### src/rtl/i2c_reg_pkg.sv
package i2c_reg_pkg;
  localparam int BYTE_W = 8;

  typedef enum logic [2:0] {
    LK_IDLE,
    LK_ADDR,
    LK_AACK,
    LK_WDATA,
    LK_WACK,
    LK_RDATA,
    LK_RACK,
    LK_RNEXT
  } link_state_t;
endpackage

### src/rtl/i2c_line_sync.sv
module i2c_line_sync #(
  parameter int STAGES = 2
) (
  input  logic clk_i,
  input  logic rst_ni,
  input  logic scl_i,
  input  logic sda_i,
  output logic sda_s_o,
  output logic scl_rise_o,
  output logic scl_fall_o,
  output logic start_o,
  output logic stop_o
);
  logic [STAGES-1:0] scl_pipe_q, sda_pipe_q;
  logic scl_prev_q, sda_prev_q;
  logic scl_s, sda_s;

  assign scl_s = scl_pipe_q[STAGES-1];
  assign sda_s = sda_pipe_q[STAGES-1];

  always_ff @(posedge clk_i or negedge rst_ni) begin
    if (!rst_ni) begin
      scl_pipe_q <= '1;
      sda_pipe_q <= '1;
      scl_prev_q <= 1'b1;
      sda_prev_q <= 1'b1;
    end else begin
      scl_pipe_q <= {scl_pipe_q[STAGES-2:0], scl_i};
      sda_pipe_q <= {sda_pipe_q[STAGES-2:0], sda_i};
      scl_prev_q <= scl_s;
      sda_prev_q <= sda_s;
    end
  end

  assign sda_s_o    = sda_s;
  assign scl_rise_o = scl_s & ~scl_prev_q;
  assign scl_fall_o = ~scl_s & scl_prev_q;
  // data edges while the clock stays high mark frame boundaries
  assign start_o    = scl_s & scl_prev_q & sda_prev_q & ~sda_s;
  assign stop_o     = scl_s & scl_prev_q & ~sda_prev_q & sda_s;
endmodule

### src/rtl/i2c_link.sv
module i2c_link
  import i2c_reg_pkg::*;
(
  input  logic        clk_i,
  input  logic        rst_ni,
  input  logic        scl_rise_i,
  input  logic        scl_fall_i,
  input  logic        sda_i,
  input  logic        start_i,
  input  logic        stop_i,
  input  logic [6:0]  dev_addr_i,
  input  logic [7:0]  tx_byte_i,
  output logic        sda_oe_o,
  output logic        rx_valid_o,
  output logic        rx_first_o,
  output logic [7:0]  rx_byte_o,
  output logic        tx_load_o
);
  link_state_t st_q, st_d;
  logic [3:0]  cnt_q, cnt_d;
  logic [7:0]  sh_q, sh_d;
  logic        rw_q, rw_d;
  logic        first_q, first_d;
  logic        oe_q, oe_d;

  always_comb begin
    st_d = st_q; cnt_d = cnt_q; sh_d = sh_q; rw_d = rw_q;
    first_d = first_q; oe_d = oe_q;
    rx_valid_o = 1'b0;
    tx_load_o  = 1'b0;
    if (start_i) begin
      st_d = LK_ADDR; cnt_d = '0; oe_d = 1'b0;
    end else if (stop_i) begin
      st_d = LK_IDLE; oe_d = 1'b0;
    end else begin
      unique case (st_q)
        LK_ADDR: begin
          if (scl_rise_i) begin
            sh_d = {sh_q[6:0], sda_i}; cnt_d = cnt_q + 4'd1;
          end else if (scl_fall_i && cnt_q == 4'd8) begin
            if (sh_q[7:1] == dev_addr_i) begin
              oe_d = 1'b1; rw_d = sh_q[0]; first_d = ~sh_q[0]; st_d = LK_AACK;
            end else begin
              st_d = LK_IDLE;
            end
          end
        end
        LK_AACK: if (scl_fall_i) begin
          cnt_d = '0;
          if (rw_q) begin
            tx_load_o = 1'b1; sh_d = tx_byte_i; oe_d = ~tx_byte_i[7]; st_d = LK_RDATA;
          end else begin
            oe_d = 1'b0; st_d = LK_WDATA;
          end
        end
        LK_WDATA: begin
          if (scl_rise_i) begin
            sh_d = {sh_q[6:0], sda_i}; cnt_d = cnt_q + 4'd1;
          end else if (scl_fall_i && cnt_q == 4'd8) begin
            oe_d = 1'b1; st_d = LK_WACK;
          end
        end
        LK_WACK: if (scl_fall_i) begin
          oe_d = 1'b0; cnt_d = '0; rx_valid_o = 1'b1; first_d = 1'b0; st_d = LK_WDATA;
        end
        LK_RDATA: begin
          if (scl_rise_i) begin
            cnt_d = cnt_q + 4'd1;
          end else if (scl_fall_i) begin
            if (cnt_q == 4'd8) begin
              oe_d = 1'b0; st_d = LK_RACK;
            end else begin
              sh_d = {sh_q[6:0], 1'b0}; oe_d = ~sh_q[6];
            end
          end
        end
        LK_RACK: if (scl_rise_i) st_d = sda_i ? LK_IDLE : LK_RNEXT;
        LK_RNEXT: if (scl_fall_i) begin
          tx_load_o = 1'b1; sh_d = tx_byte_i; oe_d = ~tx_byte_i[7];
          cnt_d = '0; st_d = LK_RDATA;
        end
        default: ;
      endcase
    end
  end

  always_ff @(posedge clk_i or negedge rst_ni) begin
    if (!rst_ni) begin
      st_q <= LK_IDLE; cnt_q <= '0; sh_q <= '0; rw_q <= 1'b0;
      first_q <= 1'b0; oe_q <= 1'b0;
    end else begin
      st_q <= st_d; cnt_q <= cnt_d; sh_q <= sh_d; rw_q <= rw_d;
      first_q <= first_d; oe_q <= oe_d;
    end
  end

  assign sda_oe_o   = oe_q;
  assign rx_first_o = first_q;
  assign rx_byte_o  = sh_q;
endmodule

### src/rtl/i2c_reg_map.sv
module i2c_reg_map #(
  parameter logic [6:0] DEF_ADDR  = 7'h36,
  parameter logic [7:0] ADDR_REG  = 8'hF9,
  parameter logic [7:0] WIDE_LO   = 8'h29,
  parameter logic [7:0] WIDE_HI   = 8'h4F,
  parameter int         DATA_W    = 32,
  parameter int         USED_BITS = 26
) (
  input  logic              clk_i,
  input  logic              rst_ni,
  input  logic              frame_start_i,
  input  logic              rx_valid_i,
  input  logic              rx_first_i,
  input  logic [7:0]        rx_byte_i,
  input  logic              tx_load_i,
  output logic [7:0]        tx_byte_o,
  output logic [6:0]        dev_addr_o,
  output logic              wr_en_o,
  output logic [7:0]        wr_addr_o,
  output logic [DATA_W-1:0] wr_data_o,
  output logic [7:0]        rd_addr_o,
  input  logic [DATA_W-1:0] rd_data_i
);
  localparam int NBYTES = DATA_W / 8;
  localparam int IDX_W  = $clog2(NBYTES);
  localparam logic [DATA_W-1:0] USED_MASK =
    {{(DATA_W-USED_BITS){1'b0}}, {USED_BITS{1'b1}}};

  logic [7:0]        ptr_q, ptr_d;
  logic [IDX_W-1:0]  idx_q, idx_d;
  logic [DATA_W-1:0] acc_q, acc_d, word_q, word_d;
  logic [6:0]        addr_q, addr_d;
  logic              wen_q, wen_d;
  logic [7:0]        wad_q, wad_d;
  logic [DATA_W-1:0] wdt_q, wdt_d;

  logic              wide, last;
  logic [DATA_W-1:0] src, cur, shifted;

  assign wide    = (ptr_q >= WIDE_LO) && (ptr_q <= WIDE_HI);
  assign last    = !wide || (idx_q == IDX_W'(NBYTES-1));
  assign src     = (ptr_q == ADDR_REG) ? DATA_W'(addr_q) : rd_data_i;
  assign cur     = (idx_q == '0) ? src : word_q;
  assign shifted = cur << (8 * idx_q);
  assign tx_byte_o = wide ? shifted[DATA_W-1 -: 8] : cur[7:0];

  always_comb begin
    ptr_d = ptr_q; idx_d = idx_q; acc_d = acc_q; word_d = word_q;
    addr_d = addr_q; wen_d = 1'b0; wad_d = wad_q; wdt_d = wdt_q;
    if (frame_start_i) begin
      idx_d = '0;
    end else if (rx_valid_i) begin
      if (rx_first_i) begin
        ptr_d = rx_byte_i; idx_d = '0;
      end else if (!last) begin
        acc_d = {acc_q[DATA_W-9:0], rx_byte_i}; idx_d = idx_q + 1'b1;
      end else begin
        if (ptr_q == ADDR_REG) begin
          addr_d = rx_byte_i[6:0];
        end else begin
          wen_d = 1'b1; wad_d = ptr_q;
          wdt_d = wide ? ({acc_q[DATA_W-9:0], rx_byte_i} & USED_MASK)
                       : DATA_W'(rx_byte_i);
        end
        ptr_d = ptr_q + 8'd1; idx_d = '0;
      end
    end else if (tx_load_i) begin
      if (idx_q == '0) word_d = src;
      if (!last) idx_d = idx_q + 1'b1;
      else begin ptr_d = ptr_q + 8'd1; idx_d = '0; end
    end
  end

  always_ff @(posedge clk_i or negedge rst_ni) begin
    if (!rst_ni) begin
      ptr_q <= '0; idx_q <= '0; acc_q <= '0; word_q <= '0;
      addr_q <= DEF_ADDR; wen_q <= 1'b0; wad_q <= '0; wdt_q <= '0;
    end else begin
      ptr_q <= ptr_d; idx_q <= idx_d; acc_q <= acc_d; word_q <= word_d;
      addr_q <= addr_d; wen_q <= wen_d; wad_q <= wad_d; wdt_q <= wdt_d;
    end
  end

  assign dev_addr_o = addr_q;
  assign wr_en_o    = wen_q;
  assign wr_addr_o  = wad_q;
  assign wr_data_o  = wdt_q;
  assign rd_addr_o  = ptr_q;
endmodule

### src/rtl/i2c_reg_port.sv
module i2c_reg_port #(
  parameter logic [6:0] DEF_ADDR    = 7'h36,
  parameter logic [7:0] ADDR_REG    = 8'hF9,
  parameter logic [7:0] WIDE_LO     = 8'h29,
  parameter logic [7:0] WIDE_HI     = 8'h4F,
  parameter int         DATA_W      = 32,
  parameter int         USED_BITS   = 26,
  parameter int         SYNC_STAGES = 2
) (
  input  logic              clk_i,
  input  logic              rst_ni,
  input  logic              scl_i,
  input  logic              sda_i,
  output logic              sda_oe_o,
  output logic              wr_en_o,
  output logic [7:0]        wr_addr_o,
  output logic [DATA_W-1:0] wr_data_o,
  output logic [7:0]        rd_addr_o,
  input  logic [DATA_W-1:0] rd_data_i
);
  logic [1:0] rst_pipe_q;
  logic       rst_n;
  logic       sda_s, scl_rise, scl_fall, start_p, stop_p;
  logic       rx_valid, rx_first, tx_load;
  logic [7:0] rx_byte, tx_byte;
  logic [6:0] dev_addr;

  // assert asynchronously, release on a clock edge
  always_ff @(posedge clk_i or negedge rst_ni) begin
    if (!rst_ni) rst_pipe_q <= 2'b00;
    else         rst_pipe_q <= {rst_pipe_q[0], 1'b1};
  end
  assign rst_n = rst_pipe_q[1];

  i2c_line_sync #(.STAGES(SYNC_STAGES)) u_sync (
    .clk_i, .rst_ni(rst_n), .scl_i, .sda_i,
    .sda_s_o(sda_s), .scl_rise_o(scl_rise), .scl_fall_o(scl_fall),
    .start_o(start_p), .stop_o(stop_p)
  );

  i2c_link u_link (
    .clk_i, .rst_ni(rst_n), .scl_rise_i(scl_rise), .scl_fall_i(scl_fall),
    .sda_i(sda_s), .start_i(start_p), .stop_i(stop_p),
    .dev_addr_i(dev_addr), .tx_byte_i(tx_byte), .sda_oe_o,
    .rx_valid_o(rx_valid), .rx_first_o(rx_first), .rx_byte_o(rx_byte),
    .tx_load_o(tx_load)
  );

  i2c_reg_map #(
    .DEF_ADDR(DEF_ADDR), .ADDR_REG(ADDR_REG), .WIDE_LO(WIDE_LO),
    .WIDE_HI(WIDE_HI), .DATA_W(DATA_W), .USED_BITS(USED_BITS)
  ) u_map (
    .clk_i, .rst_ni(rst_n), .frame_start_i(start_p),
    .rx_valid_i(rx_valid), .rx_first_i(rx_first), .rx_byte_i(rx_byte),
    .tx_load_i(tx_load), .tx_byte_o(tx_byte), .dev_addr_o(dev_addr),
    .wr_en_o, .wr_addr_o, .wr_data_o, .rd_addr_o, .rd_data_i
  );
endmodule

### config.mk
export PLATFORM = sky130hd
export DESIGN_NAME = i2c_reg_port
export DESIGN_NICKNAME = d
export VERILOG_FILES = /design/src/rtl/i2c_reg_pkg.sv /design/src/rtl/i2c_line_sync.sv /design/src/rtl/i2c_link.sv /design/src/rtl/i2c_reg_map.sv /design/src/rtl/i2c_reg_port.sv
export SDC_FILE = /design/constraint.sdc
export NUM_CORES = 1
export LEC_CHECK = 0
export ABC_AREA = 0
export BUFFER_PORTS_ARGS = -buffer_cell sky130_fd_sc_hd__buf_2
export CAP_MARGIN = 20
export CELL_PAD_IN_SITES_DETAIL_PLACEMENT = 1
export CELL_PAD_IN_SITES_GLOBAL_PLACEMENT = 2
export CORE_MARGIN = 2
export CORE_UTILIZATION = 37
export DETAILED_ROUTE_END_ITERATION = 10
export PLACE_DENSITY_LB_ADDON = 0.1
export SLEW_MARGIN = 5
export SYNTH_ARGS = -nofsm -noshare
export SYNTH_HDL_FRONTEND = slang
export SYNTH_HIERARCHICAL = 1
export SYNTH_SLANG_ARGS = --single-unit
### constraint.sdc
create_clock -name clk_i -period 5.3 [get_ports clk_i]
set_input_delay 0.265 -clock clk_i [delete_from_list [all_inputs] [get_ports clk_i]]
set_output_delay 0.265 -clock clk_i [all_outputs]
set_load 0.05 [all_outputs]
==> flow_summary.toml <==
[clock_tree]
cts_root_buf = "clkbuf_16"
insertion_delay_ns = 0.42
htreeDepth = 4
cts_resized = 0
clk_path_buf_depth = 2
cts_setup_buffers = 0
holdBufCountCts = 3
numCtsBuffers = 17
clk_pin_slew_ns = 0.06
clkSinkCount = 128
cts_tree = "built"

[timing]
fin_crit_sh = 0.6690
relSlewSlack = 0.3199
finalCriticalPeriod_ns = 3.545
tightest_slew_ns = 1.016
rsz0062_at_grt = "no"
setup_violations = 0
finClkSkew_ns = 0.01056
finalSetupTns_ns = 0
hold_viol_final = 0
fmax_mhz = 282.1
final_max_slew_viol_count = 0

[floorplan]
dieArea_mm2 = 0.01899
dieWidth_um = 137.8
dieHeight_um = 137.8
num_rows = 48
pin_count = 86
core_mm2 = 0.01742
start_util = 0.3803

[final_layout]
fillers = 1936
final_common_cell = "dfrtp_1"
num-nets-final = 753
finalInstanceArea_mm2 = 0.007780
diodes = 0
final_cell_mix = "dfrtp_1 (117), buf_2 (79), o21ai_0 (76)"
fin_util = 0.4467
drive_above_1_share = 0.2891
area_growth_pct = 17.45

[routing]
vias = 5218
antenna_left = 0
drt-wirelength-per-cell_um = 19.91
wl_um = 18880
drt_drc_violations_left = 0
dr.pass1.iters = 4
viasPerCell = 5.504
drt-initial-drc-count = 185

[synthesis]
synth_edf_count = 0
synth_seq_area_share = 0.4855
synth_top_area_frac = 0.4458
syn_inst = 642
avgSynthCellArea_um2 = 10.32
ys_top_cells_by_area = "dfrtp_1 (45%), mux2_2 (8.0%), o21ai_0 (5.7%), nand2_1 (4.0%), dfstp_2 (4.0%)"
ys.flop_type = "dfrtp_1"
synth.distinct_cells = 77
async_flop_share = 1.000
synth_top_cell_by_area = "dfrtp_1"
ys_warn_count = 6
syn_area_mm2 = 0.006624
ys_seq_elements = 128

[grt]
track_usage = 0.2123
grt_pass1_vias = 5559
grt_pass1_wl_um = 30280
grt-ovfl-total = 0
grt_max_degree = 79
antenna_found_initial = 0

[placed_design]
place_hpwl_um = 12910
place_congestion = 0.8126
port_buffers = 79
postPlaceCellArea_mm2 = 0.007133

[setup_path]
worstPathRequired_ns = 5.60
crit_path_start_kind = "flop"
worstPathArrival_ns = 3.85
worstSetupPathType = "reg2reg"
cp_max_fo = 33
crit_path_end_kind = "flop"

[power]
power_leakage_uw = 0.003659
power_per_cell_area_mw_per_mm2 = 384.6
peakVddDrop_v = 0.0002625

[worst_hold_path]
hold_class = "in2reg"

[run]
cap_violations = 0

[outcome]
status = "finished, final reports clean"
## cells by family after synthesis
logic type	synth area share
buffers and inverters	0.04798
muxes	0.1079
and+or+nand+nor	0.1317
xor gates and xnor gates	0.01190
adders and majority gates	0.01322
other	0.001134
AOI/OAI and AO/OA	0.2008
DFF	0.4855
## where the power goes
part           internal (uW)  switching, uW
logic                    256            326
registers               1080            168
clock network            718            445
## worst max-delay path: stages, from the launching register on
cell and delay, ns:
dfstp_2 0.56, and4b_1 0.38, nor2_4 0.25, nand2_1 0.11, nor3_1 0.47, nor3b_1 0.41, o21ai_2 0.37, nand2b_4 0.44
mux2_4 0.39
## cells in the mapped netlist (6+ instances only)
master / number
a21o_1: 6
a21oi_1: 32
a22o_1: 14
a2bb2oi_1: 8
a31oi_1: 7
buf_4: 8
clkbuf_1: 27
dfrtp_1: 118
dfstp_2: 10
ha_1: 7
inv_1: 20
mux2_2: 47
mux2_4: 9
nand2_1: 71
nand3_1: 8
nor2_1: 17
nor2b_1: 7
nor3_1: 10
nor4_1: 7
o21a_1: 10
o21ai_0: 76
o22ai_1: 9
o32ai_1: 6
or3_1: 6
## metal layers
metal,wire length [um],vias to the layer above,GRT usage
li1,-,2452,-
met1,8847,2670,0.2853
met2,9305,83,0.3488
met3,523,13,0.03606
met4,201,0,0.06916
met5,0,-,0
## sequential cells by signal, summed over array words and instances (netlist names), 3 cells and up
name / cells
u_link/cnt_q: 4
u_map/word_q: 32
u_link/st_q: 3
u_map/dev_addr_o: 7
u_map/wr_data_o: 26
u_map/rd_addr_o: 8
u_map/wr_addr_o: 8
u_link/rx_byte_o: 8
u_map/acc_q: 18
## stage by stage
step / hold WS (ns) / instances / worst slack [ns] / total power (uW)
5_1_grt: 0.07617 / 948 / 1.521 / 3138
3_3_place_gp: 0.05014 / 912 / 1.802 / 1827
2_1_floorplan: -0.03059 / 647 / 1.487 / 1650
4_1_cts: 0.06056 / 947 / 1.714 / 3029
3_5_place_dp: 0.05180 / 912 / 1.743 / 1846
6_report: 0.07992 / 948 / 1.755 / 2992
## final timing paths
path	depth (start not counted)	slack [ns]	startpoint	end
min	2	0.08	rd_data_i[15]	u_map/word_q[15]$_DFFE_PN0P_
min in group asynchronous	2	0.15	rst_ni	rst_pipe_q[1]$_DFF_PN0_
min reg2reg	0	0.19	rst_pipe_q[1]$_DFF_PN0_	u_map/word_q[15]$_DFFE_PN0P_
max reg2reg	8	1.75	u_sync/sda_pipe_q[1]$_DFF_PN1_	u_map/wr_data_o[6]$_DFFE_PN0P_
max in group asynchronous	2	3.83	rst_pipe_q[1]$_DFF_PN0_	u_map/wr_data_o[21]$_DFFE_PN0P_
max	8	1.75	u_sync/sda_pipe_q[1]$_DFF_PN1_	u_map/wr_data_o[6]$_DFFE_PN0P_
## final cells by class
type | instances | area, um^2 | share of cell area
multi-input combinational | 452 | 3109 | 0.3996
tap | 225 | 281.5 | 0.03619
inverter | 22 | 82.58 | 0.01061
clock buffer | 20 | 456.7 | 0.05870
sequential | 128 | 3219 | 0.4138
timing repair buffer | 89 | 498.0 | 0.06401
clock inverter | 12 | 132.6 | 0.01705
No activity file was read; power rests on OpenSTA's default activity.
